--- src/rtl/audclk_pkg.sv ---
package audclk_pkg;
  localparam int CFG_W     = 32;
  localparam int DIV_W     = 8;
  localparam int SLAVE_BIT = 27;
  localparam int INV_BIT   = 26;
  localparam int MDIV_LSB  = 16;
  localparam int RXDIV_LSB = 8;
  localparam int TXDIV_LSB = 0;

  typedef struct packed {
    logic             slave;
    logic             inv;
    logic [DIV_W-1:0] mdiv;
    logic [DIV_W-1:0] rxdiv;
    logic [DIV_W-1:0] txdiv;
  } audclk_cfg_t;

  // A ratio of one cannot be produced by a registered clock; treat it as two.
  function automatic logic [DIV_W-1:0] clamp_last(input logic [DIV_W-1:0] f);
    return (f == '0) ? DIV_W'(1) : f;
  endfunction

  function automatic logic [DIV_W:0] half_of(input logic [DIV_W-1:0] last);
    return ({1'b0, last} + (DIV_W+1)'(1)) >> 1;
  endfunction
endpackage

--- src/rtl/audclk_cfg_reg.sv ---
module audclk_cfg_reg
  import audclk_pkg::*;
#(
  parameter logic [CFG_W-1:0] RESET_CFG = 32'h0003_3F3F
) (
  input  logic             clk_i,
  input  logic             rst_ni,
  input  logic             we_i,
  input  logic [CFG_W-1:0] wdata_i,
  input  logic             at_last_i,
  output audclk_cfg_t      act_o,
  output logic             load_o
);
  localparam audclk_cfg_t RST_C = '{
    slave: RESET_CFG[SLAVE_BIT],
    inv:   RESET_CFG[INV_BIT],
    mdiv:  RESET_CFG[MDIV_LSB +: DIV_W],
    rxdiv: RESET_CFG[RXDIV_LSB +: DIV_W],
    txdiv: RESET_CFG[TXDIV_LSB +: DIV_W]
  };

  audclk_cfg_t shadow_q, act_q, wr_c;
  logic        pend_q;
  logic        unused_bits;

  assign wr_c = '{
    slave: wdata_i[SLAVE_BIT],
    inv:   wdata_i[INV_BIT],
    mdiv:  wdata_i[MDIV_LSB +: DIV_W],
    rxdiv: wdata_i[RXDIV_LSB +: DIV_W],
    txdiv: wdata_i[TXDIV_LSB +: DIV_W]
  };
  assign unused_bits = ^{wdata_i[31:28], wdata_i[25:24]};

  // In slave mode no bit period runs, so a pending word loads at once.
  assign load_o = pend_q && (act_q.slave || at_last_i);
  assign act_o  = act_q;

  always_ff @(posedge clk_i) begin
    if (!rst_ni) begin
      shadow_q <= RST_C;
      act_q    <= RST_C;
      pend_q   <= 1'b0;
    end else begin
      if (load_o) act_q <= shadow_q;
      if (we_i) begin
        shadow_q <= wr_c;
        pend_q   <= 1'b1;
      end else if (load_o) begin
        pend_q   <= 1'b0;
      end
    end
  end
endmodule

--- src/rtl/audclk_bitgen.sv ---
module audclk_bitgen
  import audclk_pkg::*;
(
  input  logic             clk_i,
  input  logic             rst_ni,
  input  logic             master_i,
  input  logic [DIV_W-1:0] last_i,
  output logic             bclk_q_o,
  output logic             fall_evt_o,
  output logic             rise_q_o,
  output logic             fall_q_o,
  output logic             at_last_o
);
  logic [DIV_W-1:0] cnt_q, last_c;
  logic [DIV_W:0]   half_c;
  logic             rise_evt;

  assign last_c     = clamp_last(last_i);
  assign half_c     = half_of(last_c);
  assign at_last_o  = master_i && (cnt_q >= last_c);
  assign rise_evt   = master_i && (cnt_q == '0);
  assign fall_evt_o = master_i && ({1'b0, cnt_q} == half_c);

  always_ff @(posedge clk_i) begin
    if (!rst_ni || !master_i) begin
      cnt_q    <= '0;
      bclk_q_o <= 1'b0;
      rise_q_o <= 1'b0;
      fall_q_o <= 1'b0;
    end else begin
      cnt_q    <= at_last_o ? '0 : cnt_q + DIV_W'(1);
      rise_q_o <= rise_evt;
      fall_q_o <= fall_evt_o;
      if (rise_evt)        bclk_q_o <= 1'b1;
      else if (fall_evt_o) bclk_q_o <= 1'b0;
    end
  end
endmodule

--- src/rtl/audclk_framediv.sv ---
module audclk_framediv
  import audclk_pkg::*;
(
  input  logic             clk_i,
  input  logic             rst_ni,
  input  logic             restart_i,
  input  logic             step_i,
  input  logic [DIV_W-1:0] last_i,
  output logic             lrck_o,
  output logic             frame_o
);
  logic [DIV_W-1:0] fc_q, fc_next, last_c;
  logic [DIV_W:0]   half_c;

  assign last_c  = clamp_last(last_i);
  assign half_c  = half_of(last_c);
  assign fc_next = (fc_q >= last_c) ? '0 : fc_q + DIV_W'(1);

  always_ff @(posedge clk_i) begin
    if (!rst_ni || restart_i) begin
      fc_q    <= '0;
      lrck_o  <= 1'b0;
      frame_o <= 1'b0;
    end else begin
      frame_o <= step_i && (fc_next == '0);
      if (step_i) begin
        fc_q   <= fc_next;
        lrck_o <= ({1'b0, fc_next} >= half_c);
      end
    end
  end
endmodule

--- src/rtl/audclk_slave_edges.sv ---
module audclk_slave_edges #(
  parameter int SYNC_STAGES = 2
) (
  input  logic clk_i,
  input  logic rst_ni,
  input  logic inv_i,
  input  logic ext_bclk_i,
  input  logic ext_tx_lrck_i,
  input  logic ext_rx_lrck_i,
  output logic rise_q_o,
  output logic fall_q_o,
  output logic txf_q_o,
  output logic rxf_q_o
);
  localparam int NSIG = 3;

  logic [NSIG-1:0] in_c, cur_c, prev_c;
  logic            b_now, b_prev;

  assign in_c = {ext_rx_lrck_i, ext_tx_lrck_i, ext_bclk_i};

  for (genvar i = 0; i < NSIG; i++) begin : g_sync
    logic [SYNC_STAGES-1:0] chain_q;
    logic                   prev_q;
    always_ff @(posedge clk_i) begin
      if (!rst_ni) begin
        chain_q <= '0;
        prev_q  <= 1'b0;
      end else begin
        chain_q <= {chain_q[SYNC_STAGES-2:0], in_c[i]};
        prev_q  <= chain_q[SYNC_STAGES-1];
      end
    end
    assign cur_c[i]  = chain_q[SYNC_STAGES-1];
    assign prev_c[i] = prev_q;
  end

  assign b_now  = cur_c[0] ^ inv_i;
  assign b_prev = prev_c[0] ^ inv_i;

  always_ff @(posedge clk_i) begin
    if (!rst_ni) begin
      rise_q_o <= 1'b0;
      fall_q_o <= 1'b0;
      txf_q_o  <= 1'b0;
      rxf_q_o  <= 1'b0;
    end else begin
      rise_q_o <= b_now & ~b_prev;
      fall_q_o <= ~b_now & b_prev;
      txf_q_o  <= ~cur_c[1] & prev_c[1];
      rxf_q_o  <= ~cur_c[2] & prev_c[2];
    end
  end
endmodule

--- src/rtl/audclk_gen.sv ---
module audclk_gen
  import audclk_pkg::*;
#(
  parameter logic [31:0] RESET_CFG   = 32'h0003_3F3F,
  parameter int          SYNC_STAGES = 2
) (
  input  logic        clk_i,
  input  logic        rst_ni,
  input  logic        cfg_we_i,
  input  logic [31:0] cfg_wdata_i,
  input  logic        ext_bclk_i,
  input  logic        ext_tx_lrck_i,
  input  logic        ext_rx_lrck_i,
  output logic        clk_oe_o,
  output logic        bclk_o,
  output logic        tx_lrck_o,
  output logic        rx_lrck_o,
  output logic        tx_bit_en_o,
  output logic        rx_bit_en_o,
  output logic        tx_frame_en_o,
  output logic        rx_frame_en_o
);
  localparam int NPATH = 2;

  audclk_cfg_t act;
  logic        cfg_load, master, at_last;
  logic        bclk_int, fall_evt, m_rise, m_fall;
  logic [NPATH-1:0] lrck_w, frame_w;
  logic        s_rise, s_fall, s_txf, s_rxf;

  assign master = ~act.slave;

  audclk_cfg_reg #(.RESET_CFG(RESET_CFG)) u_cfg (
    .clk_i(clk_i), .rst_ni(rst_ni), .we_i(cfg_we_i), .wdata_i(cfg_wdata_i),
    .at_last_i(at_last), .act_o(act), .load_o(cfg_load)
  );

  audclk_bitgen u_bit (
    .clk_i(clk_i), .rst_ni(rst_ni), .master_i(master), .last_i(act.mdiv),
    .bclk_q_o(bclk_int), .fall_evt_o(fall_evt), .rise_q_o(m_rise),
    .fall_q_o(m_fall), .at_last_o(at_last)
  );

  // Path 0 transmits, path 1 receives; both advance on the falling bit edge.
  for (genvar p = 0; p < NPATH; p++) begin : g_path
    audclk_framediv u_frame (
      .clk_i(clk_i), .rst_ni(rst_ni), .restart_i(cfg_load), .step_i(fall_evt),
      .last_i((p == 0) ? act.txdiv : act.rxdiv),
      .lrck_o(lrck_w[p]), .frame_o(frame_w[p])
    );
  end

  audclk_slave_edges #(.SYNC_STAGES(SYNC_STAGES)) u_slv (
    .clk_i(clk_i), .rst_ni(rst_ni), .inv_i(act.inv),
    .ext_bclk_i(ext_bclk_i), .ext_tx_lrck_i(ext_tx_lrck_i), .ext_rx_lrck_i(ext_rx_lrck_i),
    .rise_q_o(s_rise), .fall_q_o(s_fall), .txf_q_o(s_txf), .rxf_q_o(s_rxf)
  );

  assign clk_oe_o      = master;
  assign bclk_o        = master & (bclk_int ^ act.inv);
  assign tx_lrck_o     = master & lrck_w[0];
  assign rx_lrck_o     = master & lrck_w[1];
  assign tx_bit_en_o   = master ? m_fall     : s_fall;
  assign rx_bit_en_o   = master ? m_rise     : s_rise;
  assign tx_frame_en_o = master ? frame_w[0] : s_txf;
  assign rx_frame_en_o = master ? frame_w[1] : s_rxf;
endmodule

--- config.mk ---
export PLATFORM = sky130hd
export DESIGN_NAME = audclk_gen
export DESIGN_NICKNAME = d
export VERILOG_FILES = /design/src/rtl/audclk_pkg.sv /design/src/rtl/audclk_cfg_reg.sv /design/src/rtl/audclk_bitgen.sv /design/src/rtl/audclk_framediv.sv /design/src/rtl/audclk_slave_edges.sv /design/src/rtl/audclk_gen.sv
export SDC_FILE = /design/constraint.sdc
export NUM_CORES = 1
export LEC_CHECK = 0
export ABC_AREA = 1
export BUFFER_PORTS_ARGS = -buffer_cell sky130_fd_sc_hd__buf_2
export CAP_MARGIN = 10
export CORE_UTILIZATION = 48
export CTS_CLUSTER_SIZE = 30
export DETAILED_ROUTE_END_ITERATION = 10
export PLACE_DENSITY = 0.72
export RECOVER_POWER = 100
export REMOVE_ABC_BUFFERS = 1
export SETUP_SLACK_MARGIN = 0.05
export SYNTH_ARGS = -nofsm -noshare
export SYNTH_HDL_FRONTEND = slang
export SYNTH_SLANG_ARGS = --single-unit
--- constraint.sdc ---
create_clock -name clk_i -period 7.3 [get_ports clk_i]
set_clock_uncertainty 0.15 [all_clocks]
set_input_delay 1.46 -clock clk_i [delete_from_list [all_inputs] [get_ports clk_i]]
set_output_delay 1.46 -clock clk_i [all_outputs]
set_load 0.01 [all_outputs]
==> metrics.md <==
| Metric | Value |
|---|---|
| Number of synthesized flops with an enable pin | 0 |
| Remaining Overflow, GRT | 0 |
| Startpoint types | input port |
| CTS root buf | clkbuf_8 |
| Synth warn | 0 |
| Synth area leader | dfxtp_1 |
| Async SR Flop Fraction | 0% |
| # DRC | 0 |
| Core area | 10400 um2 |
| Most frequent cell after synthesis | nand2_1 |
| Placed insts | 882 |
| Max Slew Vio Count | 68 |
| Post-synthesis area per instance | 7.08 um2 |
| Peak VDD IR | 0.000160 V |
| Vias in the first global route | 4481 |
| Post-synth top cells | 191 x nand2_1, 97 x dfxtp_1, 85 x inv_1, 85 x nor2_1, 53 x a21oi_1 |
| Die ar. | 11200 um2 |
| Final critical-path share of the clock period | 63.3% |
| Crit. End Element | flop |
| Synth area leaders | dfxtp_1 38%, nand2_1 14%, ha_1 11% |
| Initial core utilization | 49.9% |
| Largest net degree at the start of global routing | 68 |
| Fmax | 0.216 GHz |
| WL final | 11000 um |
| Pwr Density | 362 nW/um2 |
| Vias per cell | 5.09 |
| Critical path class | input port to flop |
| Final WS setup | 2.68 ns |
| Worst-Skew Late Latency | 0.38 ns |
| Wire per inst | 12.2 um |
| Crit-path max FO | 67 |
| Arr. time, crit path | 4.78 ns |
| RSZ-0062 raised after global routing | no |
| CTS resizes | 0 |
| CTS tree | done |
| Outcome | finished, violations left |
| DIE WIDTH | 106 um |
| Clock sink count | 97 |
| Hold buffer count at cts | 0 |
| Final setup vio count | 0 |
| Global-route wire length before repair | 19000 um |
| Top FF cell, synth | dfxtp_1 |
| Final ANT Viol Nets | 0 |
| Tightest Hold Check Type | flop to flop |
| Fin cells | 898 |
| DR vias | 4572 |
| Num CTS Buffers | 9 |
| Worst-margin pin slew | 2.52 ns |
| Cell row count | 37 |
| Max Cap Viol | 1 |
| P&R area growth vs syn | 9.12% |
| Ant. Diodes | 0 |
| Synth Register Bits | 97 |
| Synthesized area | 5170 um2 |
| Static Leak | 2.77 nW |
| Reg clk slew, reported paths | 0.10 ns |
| Pre-antenna DRT Iters | 4 |
| Worst slew margin | -67.8% |
| Maximum buffer depth of the clock tree | 2 |
| Htree depth | 3 |
| Starting DRC count in detailed routing | 214 |
| Core Util, Final | 54.4% |
| Failing checks | capacitance limit, slew limit |
| Share of cells above drive strength 1 | 6.96% |
| Post-synth top area share | 37.6% |
| Die height | 106 um |
| I/O pins | 46 |
| Postcts setup bufs | 0 |
| PortBufs | 39 |
| Nets | 839 |
| GRT Total Usage | 21.1% |
| Initial antenna violation count | 0 |
| Total Negative Setup Slacks | 0 ns |
| Gpl congestion | 0.868 |
| Post-synth cell types | 35 |
| Req. time, crit path | 7.46 ns |
| Register area share after synthesis | 37.6% |
| Minimum clock period | 4.62 ns |
| Fin. Hold Viols | 0 |
| HPWL after DPL | 8070 um |
| Pre-CTS setup slack | 3.47 ns |
| Synthesized instance count | 730 |
-- layout by cell type, fill, tap and decap left out, types with 6 or more instances in the layout --
master,n
nand2_1,191
dfxtp_1,97
nor2_1,86
inv_1,86
a21oi_1,53
ha_1,44
nand3_1,36
o21ai_0,34
buf_2,32
xor2_1,16
o211ai_1,14
nand4_1,12
clkbuf_8,9
xnor2_1,8
clkbuf_1,8
nor3_1,6
-- critical path, cell delays in order --
cell and delay, ns:
buf_2 0.07, clkbuf_1 1.78, inv_1 0.43, nor2_1 0.46
inv_1 0.35, a21oi_1 0.21
-- stage by stage --
stage,total power [mW],hold WS [ns],cell area (um2)
4_1_cts,2.07,0.273,5660
2_1_floorplan,1.43,0.240,5070
6_report,2.04,0.271,5640
3_5_place_dp,1.68,0.248,5440
5_1_grt,2.25,0.287,5640
3_3_place_gp,1.63,0.247,5440
-- flip-flops by register name, indices dropped and copies added (netlist names), 2 cells and up --
register / flops
u_cfg.shadow_q: 26
u_bit.cnt_q: 8
u_slv.g_sync.chain_q: 6
g_path.u_frame.lrck_o: 2
u_slv.g_sync.prev_q: 3
g_path.u_frame.fc_q: 16
g_path.u_frame.frame_o: 2
u_cfg.act_o: 26
-- final cells by class --
class,count,area [um2]
Clock buffer,9,124
Clock inverter,7,93.8
Fill cell,1044,4730
Inverter,88,332
Multi-Input combinational cell,521,2790
Sequential cell,97,1940
Tap cell,136,170
Timing Repair Buffer,40,190
-- cell families after synthesis --
logic type,Yosys count,synth area share [%]
compound gates,114,12.4
xor+xnor,24,4.06
fa+ha+maj,44,10.6
buf+inv,112,8.42
flops,97,37.6
simple gates,339,27.0
-- worst paths after layout --
check	startpoint	end	slack, ns	cells past startpoint
setup / recovery	rst_ni	g_path[0].u_frame.fc_q[2]	2.68	6
hold / removal	u_slv.g_sync[0].chain_q[0]	u_slv.g_sync[0].chain_q[1]	0.27	2
setup reg to reg	u_cfg.act_o[23]	g_path[0].u_frame.fc_q[2]	3.33	14
hold reg to reg	u_slv.g_sync[0].chain_q[0]	u_slv.g_sync[0].chain_q[1]	0.27	2
-- power breakdown --
group	internal, mW	leakage [nW]	switching [mW]
Clock	0.168	0.107	0.211
Sequential	0.624	0.794	0.0706
Combinational	0.330	1.87	0.637
Total	1.12	2.77	0.918
-- metal layers --
layer  track usage [%]  routed length [um]  vias up
met2              36.0                5200       90
met1              25.4                5110     2057
met5                 0                   0        -
met3              4.64                 449       19
met4              8.83                 208        0
li1                  -                   -     2406
No activity file was read; power rests on OpenSTA's default activity.
